[src/rtl/rxq_pkg.sv]
package rxq_pkg;
  localparam int unsigned RXQ_DATA_W = 8;
  localparam int unsigned RXQ_DEPTH  = 4;
endpackage

[src/rtl/rxq_ctrl.sv]
module rxq_ctrl #(
  parameter int unsigned DEPTH = rxq_pkg::RXQ_DEPTH,
  localparam int unsigned PTR_W = (DEPTH > 1) ? $clog2(DEPTH) : 1,
  localparam int unsigned CNT_W = $clog2(DEPTH + 1)
) (
  input  logic             clk_i,
  input  logic             rst_ni,
  input  logic             rx_en_i,
  input  logic             push_valid_i,
  input  logic             brk_i,
  input  logic             flush_i,
  input  logic             rd_i,
  output logic             push_ready_o,
  output logic             wr_en_o,
  output logic             wr_brk_o,
  output logic [PTR_W-1:0] wr_idx_o,
  output logic             rd_take_o,
  output logic             rd_zero_o,
  output logic [PTR_W-1:0] rd_idx_o,
  output logic             rx_ready_o,
  output logic             full_o
);
  logic [CNT_W-1:0] cnt_q, cnt_d, cnt_after;
  logic [PTR_W-1:0] wr_ptr_q, rd_ptr_q;
  logic             empty, over, do_push, do_brk;

  function automatic logic [PTR_W-1:0] ptr_inc(input logic [PTR_W-1:0] p);
    return (p == PTR_W'(DEPTH - 1)) ? '0 : p + 1'b1;
  endfunction

  function automatic logic [PTR_W-1:0] ptr_dec(input logic [PTR_W-1:0] p);
    return (p == '0) ? PTR_W'(DEPTH - 1) : p - 1'b1;
  endfunction

  assign empty        = (cnt_q == '0);
  assign full_o       = (cnt_q == CNT_W'(DEPTH));
  assign rx_ready_o   = !empty;
  assign push_ready_o = rx_en_i && !full_o && !brk_i && !flush_i;
  assign do_push      = push_valid_i && push_ready_o;
  assign do_brk       = brk_i && !flush_i;
  assign rd_take_o    = rd_i && !empty && !flush_i;
  assign rd_zero_o    = rd_i && (empty || flush_i);
  assign rd_idx_o     = rd_ptr_q;

  // read is applied before the write decides between append and overwrite
  assign cnt_after = cnt_q - CNT_W'(rd_take_o);
  assign wr_en_o   = do_push || do_brk;
  assign wr_brk_o  = do_brk;
  assign over      = wr_en_o && (cnt_after == CNT_W'(DEPTH));
  assign wr_idx_o  = over ? ptr_dec(wr_ptr_q) : wr_ptr_q;

  always_comb begin
    if (flush_i) cnt_d = '0;
    else         cnt_d = cnt_after + CNT_W'(wr_en_o && !over);
  end

  always_ff @(posedge clk_i or negedge rst_ni) begin
    if (!rst_ni) begin
      cnt_q    <= '0;
      wr_ptr_q <= '0;
      rd_ptr_q <= '0;
    end else begin
      cnt_q <= cnt_d;
      if (flush_i) begin
        wr_ptr_q <= '0;
        rd_ptr_q <= '0;
      end else begin
        if (wr_en_o && !over) wr_ptr_q <= ptr_inc(wr_ptr_q);
        if (rd_take_o)        rd_ptr_q <= ptr_inc(rd_ptr_q);
      end
    end
  end
endmodule

[src/rtl/rxq_store.sv]
module rxq_store #(
  parameter int unsigned DATA_W = rxq_pkg::RXQ_DATA_W,
  parameter int unsigned DEPTH  = rxq_pkg::RXQ_DEPTH,
  localparam int unsigned PTR_W = (DEPTH > 1) ? $clog2(DEPTH) : 1
) (
  input  logic              clk_i,
  input  logic              rst_ni,
  input  logic              wr_en_i,
  input  logic              wr_brk_i,
  input  logic [PTR_W-1:0]  wr_idx_i,
  input  logic [DATA_W-1:0] wr_data_i,
  input  logic              rd_take_i,
  input  logic              rd_zero_i,
  input  logic [PTR_W-1:0]  rd_idx_i,
  output logic [DATA_W-1:0] rd_data_o
);
  logic [DATA_W-1:0] mem_q [DEPTH];
  logic [DATA_W-1:0] wr_val;

  assign wr_val = wr_brk_i ? '0 : wr_data_i;

  for (genvar g = 0; g < DEPTH; g++) begin : g_entry
    always_ff @(posedge clk_i or negedge rst_ni) begin
      if (!rst_ni)                                 mem_q[g] <= '0;
      else if (wr_en_i && wr_idx_i == PTR_W'(g))   mem_q[g] <= wr_val;
    end
  end

  always_ff @(posedge clk_i or negedge rst_ni) begin
    if (!rst_ni)        rd_data_o <= '0;
    else if (rd_zero_i) rd_data_o <= '0;
    else if (rd_take_i) rd_data_o <= mem_q[rd_idx_i];
  end
endmodule

[src/rtl/rxq_brk_flag.sv]
module rxq_brk_flag (
  input  logic clk_i,
  input  logic rst_ni,
  input  logic brk_i,
  input  logic brk_clr_i,
  output logic flag_o
);
  always_ff @(posedge clk_i or negedge rst_ni) begin
    if (!rst_ni)        flag_o <= 1'b0;
    else if (brk_i)     flag_o <= 1'b1;
    else if (brk_clr_i) flag_o <= 1'b0;
  end
endmodule

[src/rtl/rx_hold_fifo.sv]
module rx_hold_fifo #(
  parameter int unsigned DATA_W = rxq_pkg::RXQ_DATA_W,
  parameter int unsigned DEPTH  = rxq_pkg::RXQ_DEPTH,
  localparam int unsigned PTR_W = (DEPTH > 1) ? $clog2(DEPTH) : 1
) (
  input  logic              clk_i,
  input  logic              rst_ni,
  input  logic              rx_en_i,
  input  logic              push_valid_i,
  input  logic [DATA_W-1:0] push_data_i,
  output logic              push_ready_o,
  input  logic              brk_i,
  input  logic              brk_clr_i,
  input  logic              flush_i,
  input  logic              rd_i,
  output logic [DATA_W-1:0] rd_data_o,
  output logic              rx_ready_o,
  output logic              full_o,
  output logic              brk_flag_o
);
  logic             wr_en, wr_brk, rd_take, rd_zero;
  logic [PTR_W-1:0] wr_idx, rd_idx;

  rxq_ctrl #(.DEPTH(DEPTH)) u_ctrl (
    .clk_i, .rst_ni, .rx_en_i, .push_valid_i, .brk_i, .flush_i, .rd_i,
    .push_ready_o,
    .wr_en_o(wr_en), .wr_brk_o(wr_brk), .wr_idx_o(wr_idx),
    .rd_take_o(rd_take), .rd_zero_o(rd_zero), .rd_idx_o(rd_idx),
    .rx_ready_o, .full_o
  );

  rxq_store #(.DATA_W(DATA_W), .DEPTH(DEPTH)) u_store (
    .clk_i, .rst_ni,
    .wr_en_i(wr_en), .wr_brk_i(wr_brk), .wr_idx_i(wr_idx), .wr_data_i(push_data_i),
    .rd_take_i(rd_take), .rd_zero_i(rd_zero), .rd_idx_i(rd_idx),
    .rd_data_o
  );

  rxq_brk_flag u_brk (
    .clk_i, .rst_ni, .brk_i, .brk_clr_i, .flag_o(brk_flag_o)
  );
endmodule

[config.mk]
export PLATFORM = sky130hd
export DESIGN_NAME = rx_hold_fifo
export DESIGN_NICKNAME = d
export VERILOG_FILES = /design/src/rtl/rxq_pkg.sv /design/src/rtl/rxq_ctrl.sv /design/src/rtl/rxq_store.sv /design/src/rtl/rxq_brk_flag.sv /design/src/rtl/rx_hold_fifo.sv
export SDC_FILE = /design/constraint.sdc
export NUM_CORES = 1
export LEC_CHECK = 0
export CELL_PAD_IN_SITES_DETAIL_PLACEMENT = 1
export CELL_PAD_IN_SITES_GLOBAL_PLACEMENT = 2
export CORE_ASPECT_RATIO = 1.2
export CORE_MARGIN = 5
export CORE_UTILIZATION = 23
export CTS_BUF_LIST = sky130_fd_sc_hd__clkbuf_4
export DETAILED_ROUTE_END_ITERATION = 8
export DONT_BUFFER_PORTS = 1
export PLACE_DENSITY_LB_ADDON = 0.1
export SYNTH_ARGS = -nofsm -noshare
export SYNTH_HDL_FRONTEND = slang
export SYNTH_SLANG_ARGS = --single-unit
[constraint.sdc]
create_clock -name clk_i -period 3.3 [get_ports clk_i]
set_input_delay 0.66 -clock clk_i [delete_from_list [all_inputs] [get_ports clk_i]]
set_output_delay 0.66 -clock clk_i [all_outputs]
set_load 0.05 [all_outputs]
==> reports/summary.txt, run 1 <==
final setup fails = 0
clock slew at reported path FFs = 150 ps
clk_skew = 10.7 ps
HPWL Detailed = 4370 um
Clock power frac = 14.9%
status = complete, no violations
Mean Syn Cell Area = 12.9 um2
crit path max fanout = 8
Die Wd = 102 um
leakage = 1.15 nW
worst vdd ir = 0.196 mV
Design Power = 2.44 mW
drt total wl = 6010 um
Multi-input gate area = 0.00104 mm2
Comb pwr share = 39.7%
CP Cell Sequence = or3_4 -> nand2_1 -> or2_2 -> inv_1 -> ha_1 -> ha_1 -> nand2_1 -> or4b_4 -> a21oi_4 -> buf_12 -> mux2_1
ant diodes = 0
Setup crit end kind = flip-flop
Starting Density = 23.4%
Async S/R FF share, synth = 100%
Detail Route Antenna Nets = 0
Sw Share = 38.2%
fin util = 26.7%
f_max = 0.325 GHz
CTS root buffer = clkbuf_4
min cycle time layout = 3080 ps
Buffers on Ports = 0
Layout area overhead = 14.3%
TNS Setup = 0 ps
crit path DAT = 3330 ps
design area = 0.00267 mm2
synth unique cells = 36
area post-placement = 0.00255 mm2
Die Ht = 120 um
Hold Path Class = in -> async
syn nets = 203
DR WL/cell = 18.8 um
H-tree depth = 2
synthesized cell area = 0.00234 mm2
largest net degree at the start of global routing = 49
Core Footprint = 0.0100 mm2
NetSw = 933 uW
commonest non-fill, non-tap cell in the layout = dfrtp_1
cell internal pwr = 1.51 mW
period utilization = 93.3%
max layer used = met4
main flop type after synthesis = dfrtp_1
RSZ-0062 raised after global routing = false
post_cts resized = 0
Critical Path RT = 3550 ps
Slew Limit Fails = 0
Tightest Pin Transition = 653 ps
TritonRoute pass-1 iters = 4
CP max-delay cell = or4b_4
DR WL met2 = 3170 um
nets = 214
worst r2r path cells = 11
Seq/Total Area, Yosys = 51.3%
Post-route DRC = 0
total CTS buffers = 5
met3 WL post-DR = 187 um
max-cap violation count = 0
Ys Warns = 0
DIE AREA = 0.0123 mm2
FILL cells = 1111
Reg-to-Reg Start = u_ctrl.cnt_q[2]
vias in the first global route = 1641
most frequent cells in the layout = dfrtp_1, mux2_2, inv_1
GR Overflow Total = 0
vias post-DR = 1422
PwrDens = 912 mW/mm2
final hold vios = 0
Slew headroom = 56.4%
reg2reg end = u_store.mem_q[25]
row count = 40
Seq pwr share = 45.4%
layout cell share with drive strength beyond 1 = 34.2%
Tot GR Track Use = 10.7%
post-DR vias/cell = 4.46
slowest stage delay, CP = 570 ps
crit path kind = reg -> reg
FF+latch area = 0.00120 mm2
CTS tree = built
Metal-1 WL = 2570 um
Mapped Cells = 181
initial antenna violation count = 0
clock sink count = 48
Starting DRT DRC Count = 36
flop2flop setup slack = 220 ps
Placer Congestion = 0.739
Max Root-Sink Buffers = 2
first-pass GRT wire length = 9770 um
WP buf/inv = 2
Worst-Skew Late Latency = 360 ps
register bit total from synthesis = 48
Startpoint Class = flip-flop
Boundary Pins = 28
number of synthesized flops with an enable pin = 0
kind of cell adding the most delay to the critical path = simple AND/OR/NAND/NOR gates
cell families after synthesis:
family	Yosys count	share of synthesized area (%)
AOI/OAI and AO/OA	21	7.06
xor gates and xnor gates	5	1.87
adders and majority gates	6	3.21
buffers and inverters	29	4.71
DFF	48	51.3
muxes	40	23.1
and+or+nand+nor	32	8.72
metrics by stage:
| step | hold slack [ps] | instances | setup WS (ps) |
|---|---|---|---|
| 3_3_place_gp | 366 | 309 | 167 |
| 4_1_cts | 112 | 318 | 72.9 |
| 6_report | 129 | 319 | 221 |
| 3_5_place_dp | 366 | 309 | 95.1 |
| 5_1_grt | 111 | 319 | 48.2 |
| 2_1_floorplan | 364 | 181 | 12.4 |
timing repair:
item | in CTS | in global routing
setup endpoints to repair | 0 | 8
buffers inserted | 0 | 1
hold buffers | 1 | 0
hold endpoints to repair | 48 | 0
sequential cells by signal (all words and copies together) (netlist names):
signal,count
u_store.mem_q,32
u_brk.flag_o,1
u_ctrl.wr_ptr_q,2
u_ctrl.cnt_q,3
u_store.rd_data_o,8
u_ctrl.rd_idx_o,2
worst max-delay path by stage:
stage	start	slack, ps	to	cells past startpoint
global route	u_ctrl.cnt_q[2]	50	u_store.mem_q[25]	11
global placement	u_ctrl.cnt_q[2]	170	u_store.mem_q[24]	10
CTS	u_ctrl.cnt_q[2]	70	u_store.mem_q[30]	10
floorplan	u_ctrl.cnt_q[2]	10	u_store.mem_q[24]	11
finish	u_ctrl.cnt_q[2]	220	u_store.mem_q[25]	11
detailed placement	u_ctrl.cnt_q[2]	100	u_store.mem_q[30]	10
power groups by stage:
stage	sequential, mW	combinational, mW	clock, mW
5_1_grt	1.15	1.08	0.402
6_report	1.11	0.969	0.363
3_5_place_dp	1.13	0.959	0
2_1_floorplan	1.03	0.783	0
4_1_cts	1.12	0.978	0.383
3_3_place_gp	1.12	0.917	0
layout make-up:
type                    count  area share [%]
multi-input cells         104            39.1
clock inverters             2            1.31
flip-flops and latches     48            44.9
well taps                 126            5.90
repair buffers              9            3.74
clock buffers               6            1.68
inverters                  24            3.37
cell usage after synthesis, drive strengths merged, types with 3 or more instances:
library cell  number  area [um2]
ha                 6        75.1
a21oi              3        41.3
xor2               3        26.3
clkbuf             3        11.3
inv               24        90.1
dfrtp             48        1200
mux2              32         360
o211ai             3        22.5
nor2               5        18.8
and2               9        56.3
o22ai              8        50.1
mux4               8         180
metal layers:
metal	GRT usage, %	vias up
met5	0	-
met3	2.54	6
met2	18.1	20
met4	2.95	0
li1	-	659
met1	13.5	737
No activity file was read; power rests on OpenSTA's default activity.
==> run 2, diff against run 1 <==
Settings changed: CORE_UTILIZATION 23 to 35.
==> run 2 against run 1 <==
Compared with the run above:
- sequential share of layout area grew 0.92 points
- setup slack lost 96 ps
- clock skew grew 1.1 ps
- final cell count shrank 13%
- hold slack gained 5.6 ps
- clock-buffer cell count shrank 1
- combinational power shrank 2.9%
- via count shrank 0.70%
- largest cell class unchanged
==> reports/summary.txt, run 2 (synthesized netlist as in run 1, its figures left out) <==
status = complete, no violations
slowest stage delay, CP = 570 ps
total CTS buffers = 5
Starting Density = 36.1%
Die Wd = 84.6 um
vias post-DR = 1412
crit path DAT = 3420 ps
ant diodes = 0
Slew headroom = 59.2%
GR Overflow Total = 0
post-DR vias/cell = 5.12
flop2flop setup slack = 130 ps
final hold vios = 0
min cycle time layout = 3170 ps
CP max-delay cell = or4b_4
DR WL/cell = 18.5 um
post_cts resized = 0
f_max = 0.315 GHz
Core Footprint = 0.00649 mm2
Post-route DRC = 0
cell internal pwr = 1.56 mW
leakage = 1.15 nW
CTS tree = built
final setup fails = 0
Comb pwr share = 38.3%
period utilization = 96.2%
Seq pwr share = 44.9%
Tightest Pin Transition = 612 ps
DIE AREA = 0.00843 mm2
commonest non-fill, non-tap cell in the layout = dfrtp_1
row count = 32
clock sink count = 48
layout cell share with drive strength beyond 1 = 33.5%
Post-CTS Setup Inserts = 0
Hold Path Class = in -> async
WP buf/inv = 1
vias in the first global route = 1637
worst slack, placed = 109 ps
CTS root buffer = clkbuf_4
Layout area overhead = 12.0%
drt total wl = 5100 um
Worst-Skew Late Latency = 350 ps
Boundary Pins = 28
Slew Limit Fails = 0
Critical Path RT = 3540 ps
hold buffers post-CTS = 1
max-cap violation count = 0
RSZ-0062 raised after global routing = false
kind of cell adding the most delay to the critical path = simple AND/OR/NAND/NOR gates
Startpoint Class = flip-flop
crit path max fanout = 8
fin worst setup slack = 125 ps
Placer Congestion = 0.811
Detail Route Antenna Nets = 0
most frequent cells in the layout = dfrtp_1, mux2_2, inv_1
TritonRoute pass-1 iters = 3
nets = 213
FILL cells = 709
Sw Share = 36.7%
H-tree depth = 2
max FFs per register = 32
first-pass GRT wire length = 8600 um
initial antenna violation count = 0
clock slew at reported path FFs = 140 ps
crit path kind = reg -> reg
NetSw = 902 uW
Starting DRT DRC Count = 36
TNS Setup = 0 ps
Buffers on Ports = 0
Max Root-Sink Buffers = 2
worst vdd ir = 0.404 mV
clk_skew = 11.8 ps
PwrDens = 938 mW/mm2
Die Ht = 99.6 um
CP Cell Sequence = or3_4 -> nand2_1 -> or2_2 -> inv_1 -> ha_1 -> ha_1 -> nand2_1 -> or4b_4 -> a21oi_4 -> mux2_2
HPWL Detailed = 3720 um
Setup crit end kind = flip-flop
largest register by flop count = u_store.mem_q
design area = 0.00262 mm2
Clock power frac = 16.8%
Tot GR Track Use = 13.2%
largest net degree at the start of global routing = 49
largest registers = u_store.mem_q x32, u_store.rd_data_o x8, u_ctrl.cnt_q x3
area post-placement = 0.00249 mm2
[run 2: worst register-to-register path, delay by kind of cell, from the launching register on]
| family | cells | cell delay (ps) |
|---|---|---|
| AND/OR/NAND/NOR | 5 | 1360 |
| adder cells (fa/ha/maj) | 2 | 480 |
| flip-flops | 1 | 440 |
| multiplexers | 1 | 390 |
| AO/OA/AOI/OAI | 1 | 370 |
| buffers and inverters | 1 | 40 |
[run 2: worst paths after layout]
check | startpoint | endpoint | cells past startpoint
max | u_ctrl.cnt_q[2] | u_store.mem_q[31] | 10
min | rst_ni | u_store.rd_data_o[0] | 1
max reg2reg | u_ctrl.cnt_q[2] | u_store.mem_q[31] | 10
min reg2reg | u_store.mem_q[3] | u_store.mem_q[3] | 1
max in group asynchronous | rst_ni | u_store.mem_q[7] | 1
min in group clk_i | flush_i | u_ctrl.rd_idx_o[0] | 1
[run 2: per-stage QoR]
stage	power [mW]	hold WS (ps)	std cells	utilization (%)
floorplan	1.81	364	181	-
global placement	2.01	366	268	38.5
detailed placement	2.07	366	268	38.5
CTS	2.51	127	276	40.4
global route	2.64	118	276	40.4
finish	2.46	134	276	40.4
[run 2: layer usage]
layer,wire length (um),track usage (%),share of wire (%),vias up
met5,0,0,0,-
met3,197,3.23,3.9,4
met1,2110,15.6,41,734
met4,34,3.65,0.67,0
li1,-,-,-,651
met2,2760,23.6,54,23
[run 2: cell type report]
type	instances	area, um2	share of cell area [%]
Sequential cell	48	1200	45.8
Clock inverter	2	60.1	2.29
Inverter	24	90.1	3.44
Timing Repair Buffer	8	80.1	3.06
Clock buffer	5	37.5	1.43
Multi-Input combinational cell	104	1040	39.9
Tap cell	85	106	4.06
[run 2: power groups by stage]
stage | clock network, mW | registers, mW | logic (mW)
after floorplan | 0 | 1.03 | 0.783
after global placement | 0 | 1.11 | 0.896
after detailed placement | 0 | 1.13 | 0.944
after CTS | 0.430 | 1.11 | 0.962
after global routing | 0.459 | 1.14 | 1.04
final | 0.414 | 1.10 | 0.941
==> run 3, diff against run 2 <==
Settings changed: CELL_PAD_IN_SITES_DETAIL_PLACEMENT 1 to default, CELL_PAD_IN_SITES_GLOBAL_PLACEMENT 2 to default.
==> run 3 against run 2 <==
Compared with the run above:
- via count is 0.57% higher
- hold slack worse by 4.3 ps
- clock-buffer cell count stayed put
- combinational power is 2% lower
- setup slack better by 39 ps
- global-route usage is 0.72 points lower
- largest cell class unchanged
==> reports/summary.txt, run 3 (synthesized netlist as in run 1, its figures left out) <==
DR WL/cell = 17.5 um
GR Overflow Total = 0
Max Root-Sink Buffers = 2
Reg-to-Reg Start = u_ctrl.cnt_q[2]
status = complete, no violations
TNS Setup = 0 ps
largest registers = u_store.mem_q x32, u_store.rd_data_o x8, u_ctrl.cnt_q x3
Hold Path Class = in -> async
layout cell share with drive strength beyond 1 = 33.9%
Starting DRT DRC Count = 50
final hold vios = 0
grt met2 use = 22.5%
GR Util met1 = 14.6%
Post-route DRC = 0
Placer Congestion = 0.729
clk_skew = 9.53 ps
fin util = 40.1%
Worst-Skew Late Latency = 350 ps
most frequent cells in the layout = dfrtp_1, mux2_2, inv_1
Core Footprint = 0.00649 mm2
Buffers on Ports = 0
Starting Density = 36.1%
Die Wd = 84.6 um
PwrDens = 911 mW/mm2
Layout area overhead = 11.2%
post-DR vias/cell = 5.13
H-tree depth = 2
vias in the first global route = 1568
HPWL Detailed = 3480 um
TritonRoute pass-1 iters = 4
total CTS buffers = 5
commonest non-fill, non-tap cell in the layout = dfrtp_1
crit path kind = reg -> reg
met3 GRT Util = 3.31%
clock sink count = 48
initial antenna violation count = 0
min cycle time layout = 3140 ps
max FFs per register = 32
f_max = 0.319 GHz
reg2reg end = u_store.mem_q[31]
max-cap violation count = 0
clock slew at reported path FFs = 140 ps
vias post-DR = 1420
drt total wl = 4860 um
nets = 213
flop2flop setup slack = 160 ps
Boundary Pins = 28
Slew Limit Fails = 0
FILL cells = 650
CTS root buffer = clkbuf_4
Critical Path RT = 3550 ps
Startpoint Class = flip-flop
worst vdd ir = 0.312 mV
worst r2r path cells = 10
first-pass GRT wire length = 8110 um
DIE AREA = 0.00843 mm2
RSZ-0062 raised after global routing = false
largest register by flop count = u_store.mem_q
fin worst setup slack = 164 ps
worst slack, placed = 162 ps
row count = 32
ant diodes = 0
period utilization = 95.0%
Tot GR Track Use = 12.5%
crit path DAT = 3390 ps
Die Ht = 99.6 um
leakage = 1.14 nW
CTS tree = built
Setup crit end kind = flip-flop
Tightest Pin Transition = 631 ps
crit path max fanout = 8
Detail Route Antenna Nets = 0
Post-CTS Setup Inserts = 0
Most Crowded Layer GR = met2
final setup fails = 0
Slew headroom = 57.9%
largest net degree at the start of global routing = 49
run 3: changes by cell type in the layout (fill, tap and decap cells not counted):
cell / previous run / this run
clkinv_2: 0 / 1
bufinv_16: 2 / 1
clkinvlp_4: 0 / 1
run 3: worst max path at each step:
stage / to / startpoint
global route: u_store.mem_q[30] / u_ctrl.cnt_q[2]
global placement: u_store.mem_q[31] / u_ctrl.cnt_q[2]
CTS: u_store.mem_q[30] / u_ctrl.cnt_q[2]
floorplan: u_store.mem_q[24] / u_ctrl.cnt_q[2]
finish: u_store.mem_q[31] / u_ctrl.cnt_q[2]
detailed placement: u_store.mem_q[31] / u_ctrl.cnt_q[2]
run 3: cell type report:
cell class / count / area (um2) / share of cell area [%]
inverter: 24 / 90.1 / 3.46
sequential: 48 / 1200 / 46.2
tap: 85 / 106 / 4.09
clock buffer: 5 / 37.5 / 1.44
timing repair buffer: 8 / 80.1 / 3.08
clock inverter: 3 / 42.5 / 1.63
multi-input combinational: 104 / 1040 / 40.1
run 3: repair_timing:
| action | CTS | global route |
|---|---|---|
| endpoints found under the setup margin | 0 | 0 |
| hold buffers | 1 | 0 |
| gates resized for setup | 0 | 0 |
| endpoints found under the hold margin | 48 | 0 |
run 3: critical path, cell delays in order (launching register included):
cell,delay [ps]
dfrtp_1,440
or3_4,400
nand2_1,100
or2_2,120
inv_1,40
ha_1,170
ha_1,310
nand2_1,150
or4b_4,560
a21oi_4,360
mux2_2,390
run 3: metal layers:
layer | vias to the layer above | share of wire, %
li1 | 654 | -
met2 | 27 | 54
met4 | 0 | 0.33
met1 | 736 | 41
met3 | 3 | 4.5
met5 | - | 0
run 3: per-stage QoR:
step | area (um2) | hold WS (ps) | std cells | power [mW]
after CTS | 2600 | 115 | 277 | 2.41
after floorplan | 2340 | 364 | 181 | 1.81
after global placement | 2490 | 366 | 268 | 2.02
after detailed placement | 2490 | 366 | 268 | 2.05
after global routing | 2600 | 96.4 | 277 | 2.55
final | 2600 | 130 | 277 | 2.37
run 3: power by group:
part	internal [mW]	total, mW	switching, mW
clock network	0.158	0.340	0.182
registers	0.825	1.10	0.279
logic	0.497	0.925	0.429
